==> config.mk <==
export PLATFORM = sky130hd
export DESIGN_NAME = dspace_router
export DESIGN_NICKNAME = d
export VERILOG_FILES = /design/src/rtl/dsr_pkg.sv /design/src/rtl/dsr_ctrl.sv /design/src/rtl/dsr_datapath.sv /design/src/rtl/dspace_router.sv
export SDC_FILE = /design/constraint.sdc
export NUM_CORES = 1
export LEC_CHECK = 0
export ABC_AREA = 1
export BUFFER_PORTS_ARGS = -buffer_cell sky130_fd_sc_hd__buf_2
export CORE_MARGIN = 2
export CORE_UTILIZATION = 52
export CTS_BUF_LIST = sky130_fd_sc_hd__clkbuf_4
export CTS_CLUSTER_DIAMETER = 120
export DETAILED_ROUTE_END_ITERATION = 10
export PLACE_DENSITY_LB_ADDON = 0.12
export SLEW_MARGIN = 20
export SYNTH_ARGS = -nofsm -noshare
export SYNTH_HDL_FRONTEND = slang
export SYNTH_SLANG_ARGS = --single-unit
==> constraint.sdc <==
create_clock -name clk -period 2.9 [get_ports clk]
set_input_delay 0.29 -clock clk [delete_from_list [all_inputs] [get_ports clk]]
set_output_delay 0.29 -clock clk [all_outputs]
set_load 0.05 [all_outputs]
==> src/rtl/dsr_pkg.sv <==
package dsr_pkg;

  typedef enum logic [1:0] {
    TGT_RF     = 2'd0,
    TGT_CORE   = 2'd1,
    TGT_IO_BUS = 2'd2,
    TGT_MEMBUS = 2'd3
  } tgt_e;

  // core register index = port - (IO_COUNT - 8)
  localparam logic [2:0] CR_PAGE_D = 3'd0;
  localparam logic [2:0] CR_PAGE_X = 3'd1;
  localparam logic [2:0] CR_PAGE_Y = 3'd2;
  localparam logic [2:0] CR_PAGE_Z = 3'd3;
  localparam logic [2:0] CR_EIND   = 3'd4;
  localparam logic [2:0] CR_SP_LO  = 3'd5;
  localparam logic [2:0] CR_SP_HI  = 3'd6;
  localparam logic [2:0] CR_STATUS = 3'd7;

  typedef struct packed {
    logic       accept;    // request taken this cycle
    logic       write;
    tgt_e       tgt;
    logic [2:0] coreIdx;
    logic       busLaunch; // capture bus request this cycle
    logic       busDone;   // bus handshake this cycle
  } strobe_t;

endpackage

==> src/rtl/dsr_ctrl.sv <==
module dsr_ctrl
  import dsr_pkg::*;
#(
  parameter int REG_COUNT = 32,
  parameter int IO_COUNT  = 64,
  parameter int ADDR_W    = 16,
  localparam int IO_AW    = $clog2(IO_COUNT)
) (
  input  logic              clk,
  input  logic              rstN,
  input  logic              reqValid,
  input  logic              reqWrite,
  input  logic              reqPort,
  input  logic [ADDR_W-1:0] reqAddr,
  input  logic              busReady,
  output logic              reqReady,
  output logic              busValid,
  output logic              rspValid,
  output logic [IO_AW-1:0]  ioPort,
  output strobe_t           strb
);

  localparam logic [ADDR_W-1:0] RF_END     = ADDR_W'(REG_COUNT);
  localparam logic [ADDR_W-1:0] IO_END     = ADDR_W'(REG_COUNT + IO_COUNT);
  localparam logic [IO_AW-1:0]  CORE_FIRST = IO_AW'(IO_COUNT - 8);

  logic busy;
  logic inIo;
  tgt_e tgt;
  logic isBus;

  // address decode
  always_comb begin
    inIo   = 1'b0;
    ioPort = '0;
    tgt    = TGT_MEMBUS;
    if (reqPort) begin
      inIo   = 1'b1;
      ioPort = reqAddr[IO_AW-1:0];
    end else if (reqAddr < RF_END) begin
      tgt = TGT_RF;
    end else if (reqAddr < IO_END) begin
      inIo   = 1'b1;
      ioPort = IO_AW'(reqAddr - RF_END);
    end
    if (inIo) begin
      tgt = (ioPort >= CORE_FIRST) ? TGT_CORE : TGT_IO_BUS;
    end
  end

  assign isBus    = (tgt == TGT_IO_BUS) || (tgt == TGT_MEMBUS);
  assign reqReady = !busy;
  assign busValid = busy;

  always_comb begin
    strb           = '0;
    strb.accept    = reqValid && !busy;
    strb.write     = reqWrite;
    strb.tgt       = tgt;
    strb.coreIdx   = ioPort[2:0];
    strb.busLaunch = reqValid && !busy && isBus;
    strb.busDone   = busy && busReady;
  end

  always_ff @(posedge clk or negedge rstN) begin
    if (!rstN) begin
      busy     <= 1'b0;
      rspValid <= 1'b0;
    end else begin
      rspValid <= (strb.accept && !isBus) || strb.busDone;
      if (strb.busLaunch)     busy <= 1'b1;
      else if (strb.busDone)  busy <= 1'b0;
    end
  end

  // request held until the bus answers
  a_r10_bus_hold: assert property (@(posedge clk) disable iff (!rstN)
    busValid && !busReady |=> busValid);
  // no second acceptance while a bus transfer is open
  a_r10_no_accept: assert property (@(posedge clk) disable iff (!rstN)
    busValid |-> !reqReady);
  // response follows the handshake and frees the router
  a_r10_bus_rsp: assert property (@(posedge clk) disable iff (!rstN)
    busValid && busReady |=> rspValid && reqReady);
  // local access answers in the next cycle
  a_r9_local_rsp: assert property (@(posedge clk) disable iff (!rstN)
    reqValid && reqReady && !isBus |=> rspValid && !busValid);

endmodule

==> src/rtl/dsr_datapath.sv <==
module dsr_datapath
  import dsr_pkg::*;
#(
  parameter int          REG_COUNT   = 32,
  parameter int          IO_COUNT    = 64,
  parameter int          ADDR_W      = 16,
  parameter int          BUS_AW      = 16,
  parameter int          IO_BASE     = 32,
  parameter int          MEM_BASE    = 0,
  parameter logic [3:0]  PAGE_EN     = 4'b1111,
  parameter bit          SP_TWO_BYTE = 1'b1,
  localparam int         IO_AW       = $clog2(IO_COUNT),
  localparam int         RF_AW       = $clog2(REG_COUNT)
) (
  input  logic              clk,
  input  logic              rstN,
  input  strobe_t           strb,
  input  logic [IO_AW-1:0]  ioPort,
  input  logic [ADDR_W-1:0] reqAddr,
  input  logic [7:0]        reqWdata,
  input  logic [7:0]        rfRdata,
  input  logic [7:0]        sregRdata,
  input  logic [7:0]        busRdata,
  output logic [RF_AW-1:0]  rfAddr,
  output logic              rfWe,
  output logic [7:0]        rfWdata,
  output logic              sregWe,
  output logic [7:0]        sregWdata,
  output logic [BUS_AW-1:0] busAddr,
  output logic              busWrite,
  output logic [7:0]        busWdata,
  output logic [7:0]        rspRdata,
  output logic [15:0]       spOut,
  output logic [23:0]       pageDOut,
  output logic [23:0]       pageXOut,
  output logic [23:0]       pageYOut,
  output logic [23:0]       pageZOut,
  output logic [23:0]       eindOut
);

  localparam logic [BUS_AW-1:0] IO_BASE_A  = BUS_AW'(IO_BASE);
  localparam logic [BUS_AW-1:0] MEM_BASE_A = BUS_AW'(MEM_BASE);

  logic       coreWr;
  logic [7:0] pageByte [4];
  logic [7:0] eindByte;
  logic [7:0] spLo;
  logic [7:0] spHi;
  logic [7:0] coreRd;
  logic [7:0] localRd;

  assign coreWr = strb.accept && strb.write && (strb.tgt == TGT_CORE);

  // register file and status side ports
  assign rfAddr    = reqAddr[RF_AW-1:0];
  assign rfWe      = strb.accept && strb.write && (strb.tgt == TGT_RF);
  assign rfWdata   = reqWdata;
  assign sregWe    = coreWr && (strb.coreIdx == CR_STATUS);
  assign sregWdata = reqWdata;

  // page registers, each present only when its feature bit is set
  for (genvar i = 0; i < 4; i++) begin : g_page
    if (PAGE_EN[i]) begin : g_on
      logic [7:0] q;
      always_ff @(posedge clk or negedge rstN) begin
        if (!rstN)                                        q <= '0;
        else if (coreWr && strb.coreIdx == 3'(i))         q <= reqWdata;
      end
      assign pageByte[i] = q;
      // enabled page register takes the written byte
      a_r7_page_write: assert property (@(posedge clk) disable iff (!rstN)
        coreWr && strb.coreIdx == 3'(i) |=> q == $past(reqWdata));
    end else begin : g_off
      assign pageByte[i] = 8'h00;
    end
  end

  always_ff @(posedge clk or negedge rstN) begin
    if (!rstN)                                      eindByte <= '0;
    else if (coreWr && strb.coreIdx == CR_EIND)     eindByte <= reqWdata;
  end

  always_ff @(posedge clk or negedge rstN) begin
    if (!rstN)                                      spLo <= '0;
    else if (coreWr && strb.coreIdx == CR_SP_LO)    spLo <= reqWdata;
  end

  if (SP_TWO_BYTE) begin : g_sphi
    logic [7:0] q;
    always_ff @(posedge clk or negedge rstN) begin
      if (!rstN)                                    q <= '0;
      else if (coreWr && strb.coreIdx == CR_SP_HI)  q <= reqWdata;
    end
    assign spHi = q;
    // high byte written only by its own port
    a_r8_sp_hi_write: assert property (@(posedge clk) disable iff (!rstN)
      coreWr && strb.coreIdx == CR_SP_HI |=> q == $past(reqWdata) && spLo == $past(spLo));
  end else begin : g_sphi_none
    assign spHi = 8'h00;
  end

  assign spOut    = {spHi, spLo};
  assign pageDOut = {pageByte[0], 16'h0000};
  assign pageXOut = {pageByte[1], 16'h0000};
  assign pageYOut = {pageByte[2], 16'h0000};
  assign pageZOut = {pageByte[3], 16'h0000};
  assign eindOut  = {eindByte, 16'h0000};

  // core register read mux
  always_comb begin
    case (strb.coreIdx)
      CR_EIND:   coreRd = eindByte;
      CR_SP_LO:  coreRd = spLo;
      CR_SP_HI:  coreRd = spHi;
      CR_STATUS: coreRd = sregRdata;
      default:   coreRd = pageByte[strb.coreIdx[1:0]];
    endcase
  end

  assign localRd = (strb.tgt == TGT_RF) ? rfRdata : coreRd;

  // bus request capture
  always_ff @(posedge clk or negedge rstN) begin
    if (!rstN) begin
      busAddr  <= '0;
      busWrite <= 1'b0;
      busWdata <= '0;
    end else if (strb.busLaunch) begin
      busAddr  <= (strb.tgt == TGT_IO_BUS) ? IO_BASE_A + BUS_AW'(ioPort)
                                           : MEM_BASE_A + BUS_AW'(reqAddr);
      busWrite <= strb.write;
      busWdata <= strb.write ? reqWdata : 8'h00;
    end
  end

  // registered response data
  always_ff @(posedge clk or negedge rstN) begin
    if (!rstN) begin
      rspRdata <= '0;
    end else if (strb.accept && (strb.tgt == TGT_RF || strb.tgt == TGT_CORE)) begin
      rspRdata <= strb.write ? 8'h00 : localRd;
    end else if (strb.busDone) begin
      rspRdata <= busWrite ? 8'h00 : busRdata;
    end
  end

  // low write leaves the high byte alone
  a_r8_sp_lo_write: assert property (@(posedge clk) disable iff (!rstN)
    coreWr && strb.coreIdx == CR_SP_LO |=> spLo == $past(reqWdata) && spHi == $past(spHi));
  // jump extension always written
  a_r7_eind_write: assert property (@(posedge clk) disable iff (!rstN)
    coreWr && strb.coreIdx == CR_EIND |=> eindByte == $past(reqWdata));
  // at most one destination strobed per cycle
  a_r5_one_target: assert property (@(posedge clk) disable iff (!rstN)
    $onehot0({rfWe, sregWe, strb.busLaunch}));
  // bus request fields steady while waiting
  a_r10_bus_stable: assert property (@(posedge clk) disable iff (!rstN)
    strb.busLaunch |=> !strb.busLaunch);

endmodule

==> src/rtl/dspace_router.sv <==
module dspace_router
  import dsr_pkg::*;
#(
  parameter int          REG_COUNT   = 32,
  parameter int          IO_COUNT    = 64,
  parameter int          ADDR_W      = 16,
  parameter int          BUS_AW      = 16,
  parameter int          IO_BASE     = 32,
  parameter int          MEM_BASE    = 0,
  parameter logic [3:0]  PAGE_EN     = 4'b1111,
  parameter bit          SP_TWO_BYTE = 1'b1,
  localparam int         IO_AW       = $clog2(IO_COUNT),
  localparam int         RF_AW       = $clog2(REG_COUNT)
) (
  input  logic              clk,
  input  logic              rstN,
  input  logic              reqValid,
  output logic              reqReady,
  input  logic              reqWrite,
  input  logic              reqPort,
  input  logic [ADDR_W-1:0] reqAddr,
  input  logic [7:0]        reqWdata,
  output logic              rspValid,
  output logic [7:0]        rspRdata,
  output logic [RF_AW-1:0]  rfAddr,
  output logic              rfWe,
  output logic [7:0]        rfWdata,
  input  logic [7:0]        rfRdata,
  output logic              sregWe,
  output logic [7:0]        sregWdata,
  input  logic [7:0]        sregRdata,
  output logic              busValid,
  input  logic              busReady,
  output logic              busWrite,
  output logic [BUS_AW-1:0] busAddr,
  output logic [7:0]        busWdata,
  input  logic [7:0]        busRdata,
  output logic [15:0]       spOut,
  output logic [23:0]       pageDOut,
  output logic [23:0]       pageXOut,
  output logic [23:0]       pageYOut,
  output logic [23:0]       pageZOut,
  output logic [23:0]       eindOut
);

  strobe_t          strb;
  logic [IO_AW-1:0] ioPort;

  dsr_ctrl #(
    .REG_COUNT(REG_COUNT), .IO_COUNT(IO_COUNT), .ADDR_W(ADDR_W)
  ) u_ctrl (
    .clk(clk), .rstN(rstN), .reqValid(reqValid), .reqWrite(reqWrite),
    .reqPort(reqPort), .reqAddr(reqAddr), .busReady(busReady),
    .reqReady(reqReady), .busValid(busValid), .rspValid(rspValid),
    .ioPort(ioPort), .strb(strb)
  );

  dsr_datapath #(
    .REG_COUNT(REG_COUNT), .IO_COUNT(IO_COUNT), .ADDR_W(ADDR_W),
    .BUS_AW(BUS_AW), .IO_BASE(IO_BASE), .MEM_BASE(MEM_BASE),
    .PAGE_EN(PAGE_EN), .SP_TWO_BYTE(SP_TWO_BYTE)
  ) u_dp (
    .clk(clk), .rstN(rstN), .strb(strb), .ioPort(ioPort), .reqAddr(reqAddr),
    .reqWdata(reqWdata), .rfRdata(rfRdata), .sregRdata(sregRdata),
    .busRdata(busRdata), .rfAddr(rfAddr), .rfWe(rfWe), .rfWdata(rfWdata),
    .sregWe(sregWe), .sregWdata(sregWdata), .busAddr(busAddr),
    .busWrite(busWrite), .busWdata(busWdata), .rspRdata(rspRdata),
    .spOut(spOut), .pageDOut(pageDOut), .pageXOut(pageXOut),
    .pageYOut(pageYOut), .pageZOut(pageZOut), .eindOut(eindOut)
  );

  // reset state visible at the request side
  a_r11_idle_ready: assert property (@(posedge clk) disable iff (!rstN)
    !busValid |-> reqReady);

endmodule

Yosys cells after proc, flatten, opt, wreduce, memory -nomap -nowiden --
Index checks and enable logic that the tools add are counted.
Word-level totals: flip-flop bits (word level) 91, bits in latches 0, RAM bits 0, memory bits (read-only) 0, output and inout port bits 195, memories 0
Cells by class: add/subtract/negate cells 2, $mul 0, divide/modulo/power cells 0, order comparisons 4, equal/unequal tests 10, shifts and indexed selects 0, muxes and demuxes 23, bitwise operators 1, reductions and logical operators 25
Operator list (number):
- 8-bit 2-to-1 mux | 8
- 8-bit one-hot mux with 4 select lines | 1
- 6-bit 2-to-1 mux | 3
- 8-bit binary-select mux with 2-bit select | 1
- 1-bit logical AND | 16
- 16-bit by 6-bit < comparator with 1-bit output, second input constant | 1
- 16-bit by 7-bit < comparator with 1-bit output, second input constant | 1
- 16-bit 2-to-1 mux | 1
- 3-bit == test, second input constant | 4
- 2-bit 2-to-1 mux | 4
- 6-bit by 6-bit adder with 7-bit output, first input constant | 1
- 3-bit by 2-bit == test with 1-bit output, second input constant | 2
- 6-bit greater-or-equal comparator, second input constant | 1
- 6-bit subtractor, second input constant | 1
- 1-bit 2-to-1 mux | 5
- 2-bit == test, second input constant | 2
- 2-bit nonzero test | 2
- 3-bit by 1-bit == test with 1-bit output, second input constant | 1
- 3-bit greater-or-equal comparator, second input constant | 1
- 3-bit zero test | 1
- 1-bit logical OR | 3
- 2-bit inverter with 3-bit output | 1
- 2-bit by 1-bit == test with 1-bit output, second input constant | 1
- 1-bit zero test | 2
- 2-bit zero test | 1

Logic depth before layout (Yosys ltp) --
depth after elaboration 12, gate-level depth with buffers 15

By module --
Synthesis repeated with hierarchy kept, for this count alone.
Unflattened totals: cell total of the unflattened synthesis 747, area total of the unflattened synthesis 5516.5 µm²
By module, submodules not included:
- dsr_datapath | times used 1, cells an instance 694, area an instance 5240.0 µm², seq. area each 2227.1 µm²
- dsr_ctrl | times used 1, cells an instance 53, area an instance 276.5 µm², seq. area each 50.0 µm²

Least setup slack after synthesis --
Ideal clock, no wire load.
path type register -> output, start register u_ctrl.busy (netlist: u_ctrl.busValid), end output sregWe, arrival 2.684 ns, required time 2.610 ns, setup slack -0.074 ns, cell stages (with the launch flop) 6, path buffers 0, cell sequence dfrtp_1 nor2_1 nand2_1 nor2_8 inv_4 nor4_1
On the way: cells in the longest elaborated chain, start to end 5
Ends and longest elaborated chain:
- start: declaration | line dsr_ctrl.sv:27 | logic busy;
- start signal: assignment | line dsr_ctrl.sv:67 | busy <= 1'b0;
- start signal: assignment | line dsr_ctrl.sv:71 | if (strb.busLaunch) busy <= 1'b1;
- start signal: assignment | line dsr_ctrl.sv:72 | else if (strb.busDone) busy <= 1'b0;
- 1-bit zero test | line dsr_ctrl.sv:57 | strb.accept = reqValid && !busy;
- 1-bit logical AND | line dsr_ctrl.sv:57
- 1-bit logical AND (2 in a row) | line dsr_datapath.sv:52 | assign coreWr = strb.accept && strb.write && (strb.tgt == TGT_CORE);
- 1-bit logical AND | line dsr_datapath.sv:58 | assign sregWe = coreWr && (strb.coreIdx == CR_STATUS);
- end: declaration | line dspace_router.sv:29 | output logic sregWe,
No other way between the ends.

Worst setup path in the final report --
Ends and elaborated chain as after synthesis.

==> impl_results.md <==
- Via count: 4,755
- Min-delay worst type: input port to register
- Drt first pass iters: 4
- Initial core utilization: 53.9%
- FF+latch area: 0.00228 mm^2
- CTS root buffer: clkbuf_4
- P per Cell Area: 592 mW/mm^2
- Routed WL: 14,500 um
- Clock Power Share: 19.5%
- WP data required: 2.61 ns
- Total negative setup slack: 0 ns
- Die height: 105 um
- CP arrival: 1.99 ns
- Fmax: 0.438 GHz
- Vias in the first global route: 4,524
- Final ANT Viol Nets: 0
- Commonest non-fill, non-tap cell in the layout: buf_2
- Initial antenna violation count: 0
- Fin. max-slew vios: 0
- Clk slew on worst S/H paths: 0.12 ns
- Synthesized cell area: 0.00532 mm^2
- Vias per inst: 4.94
- Outcome: finished clean
- CP Max Fanout: 4
- Final Non-Filler Cells: 962
- Pint: 1.91 mW
- Clock tree from TritonCTS: yes
- Synth Area in Adders: 0%
- Sequential share of power: 42.7%
- Synth Flop Type: dfrtp_1
- CTS Buf Count: 9
- Slew HR: 47.0%
- FILL cells: 962
- Multi-input logic area: 0.00221 mm^2
- Detailed Route Iter0 Violations: 306
- Max_cap viols: 0
- Input/output buffers: 168
- Main combinational cell family by area after synthesis: simple AND/OR/NAND/NOR gates
- Compound-Gate Fraction of Synth Area: 9.48%
- H-tree lvl count: 3
- # diodes: 0
- Post-synth EDFFs: 0
- Worst setup SP type: register
- Mux cell area share after synthesis: 0%
- DP HPWL: 11,000 um
- Global-route wire length before repair: 23,100 um
- Fin crit share: 78.8%
- Synth Area per Inst: 7.73 um^2
- Post-CTS Setup Bufs: 0
- Post-Synth XOR/XNOR Area: 0%
- Combinational power share: 37.8%
- Nets: 879
- Post-synthesis sequential area ratio: 42.8%
- Fraction of the mapped netlist area in simple logic gates: 26.4%
- DP Area: 0.00578 mm^2
- Endpoints failing setup: 0
- GRT Residual Overflow: 0
- Post-route minimum period: 2.28 ns
- Clk Latency, worst-skew pair: 0.44 ns
- All-layer global routing usage: 26.4%
- Clk_skew: 0.0115 ns
- #FFs+latches synth: 91
- Die X-Extent: 105 um
- Dpl cells: 946
- Final hold viol count: 0
- Slew @ Worst Pin: 0.789 ns
- Row cnt: 36
- Synth warn: 0
- Peak supply drop: 0.352 mV
- WL per Instance: 15.1 um
- Yosys cell types: 33
- IO Pins: 249
- Crit. End Element: output port
- Routability Congestion: 0.905
- Largest net degree at the start of global routing: 47
- Final Cell Area: 0.00591 mm^2
- Net Sw Power: 1.60 mW
- Clock sink count: 91
- CTS Buffer Depth: 2
- Die ar.: 0.0111 mm^2
- Async S/R FF share, synth: 100%
- Unrepaired setup endpoints after global routing: no
- # resized after CTS: 0
- Share of cells above drive strength 1: 25.0%
- Area Growth Syn to Fin: 11.2%
- Critical path type: register to output port
- Net Sw Frac: 45.5%
- Most frequent cells in the layout: buf_2 (167), nand2_1 (152), dfrtp_1 (91), conb_1 (80), nor2_1 (74)
- Post-Syn Instances: 688
- Core box area: 0.00986 mm^2
- Leakage: 3.35 nW
- Residual DRC: 0
[synth_stat cells, types with 2 or more instances]
cell | number | area, um^2
dfrtp_1 | 91 | 2280
nand3_1 | 42 | 210
nand4_1 | 24 | 150
a21oi_1 | 16 | 80.1
nand2_2 | 6 | 37.5
nor2_1 | 74 | 278
buf_1 | 2 | 7.51
nor2_2 | 2 | 12.5
buf_2 | 13 | 65.1
buf_4 | 103 | 773
nor2_4 | 3 | 33.8
o21ai_1 | 21 | 105
buf_6 | 3 | 33.8
clkbuf_1 | 6 | 22.5
inv_1 | 57 | 214
nand2_1 | 152 | 571
o21ai_0 | 56 | 280
nand3_2 | 2 | 20.0
[registers in the layout, indices dropped and copies added (netlist names)]
name and count:
u_dp.rspRdata 8, u_dp.busWrite 1, u_dp.busAddr 16, u_dp.g_sphi.q 8, u_dp.spLo 8, u_dp.g_page.g_on.q 32
u_dp.eindByte 8, u_dp.busWdata 8, u_ctrl.rspValid 1, u_ctrl.busValid 1
[power by group through the flow]
stage	registers (mW)	clock network, mW	logic [mW]
floorplan	1.98	0	0.647
global placement	1.52	0	1.32
detailed placement	1.52	0	1.33
CTS	1.50	0.703	1.33
global route	1.51	0.750	1.40
finish	1.50	0.684	1.32
[area by class of cell]
| type | instances | share of cell area [%] |
|---|---|---|
| clock buffer | 11 | 1.40 |
| clock inverter | 4 | 0.719 |
| inverter | 60 | 3.87 |
| multi-input combinational | 489 | 37.4 |
| sequential | 91 | 38.5 |
| tap | 133 | 2.81 |
| timing repair buffer | 174 | 15.3 |
[routing by layer]
layer,track usage [%],wire [um],vias up
met5,0,0,-
met4,8.95,276,0
met3,3.12,695,23
met2,45.1,7310,188
met1,34.8,6200,2251
li1,-,-,2293
[cells by family (layout without fill, tap and decap cells)]
kind of cell,after synthesis,after routing
simple gates,312,312
buf+inv,187,249
compound gates,97,97
flops,91,91
other cells,1,80
[worst paths after layout]
| check | startpoint | end | slack [ns] | cells past startpoint |
|---|---|---|---|---|
| max | u_ctrl.busValid | sregWe | 0.62 | 6 |
| min | busReady | u_ctrl.busValid | 0.05 | 2 |
| max reg2reg | u_ctrl.busValid | u_dp.g_page[2].g_on.q[7] | 0.87 | 6 |
| min reg2reg | u_dp.busAddr[0] | u_dp.busAddr[0] | 0.49 | 2 |
| max in group asynchronous | rstN | u_dp.g_page[1].g_on.q[1] | 1.86 | 3 |
| min in group asynchronous | rstN | u_dp.eindByte[7] | 0.37 | 2 |
[metrics by stage]
| step | util [%] | setup slack (ns) | hold slack, ns | power, mW |
|---|---|---|---|---|
| 3_5_place_dp | 58.6 | 0.557 | 0.341 | 2.85 |
| 3_3_place_gp | 58.6 | 0.581 | 0.341 | 2.84 |
| 4_1_cts | 60.0 | 0.586 | 0.0231 | 3.53 |
| 2_1_floorplan | - | 0.522 | -0.00559 | 2.62 |
| 5_1_grt | 60.0 | 0.454 | 0.0534 | 3.66 |
| 6_report | 60.0 | 0.616 | 0.0482 | 3.50 |
[worst max-delay path, cell delays in order, from the launching register on]
cell and delay, ns:
dfrtp_1 0.43, nor2_1 0.24, nand2_1 0.20, nor2_8 0.18
inv_4 0.07, nor4_2 0.12, buf_2 0.32
[timing repair]
| action | 4_1_cts | 5_1_grt |
|---|---|---|
| endpoints found under the hold margin | 45 | 0 |
| hold buffers | 1 | 0 |
| endpoints found under the setup margin | 0 | 0 |
Note: power is estimated with default switching activity, not from simulation.
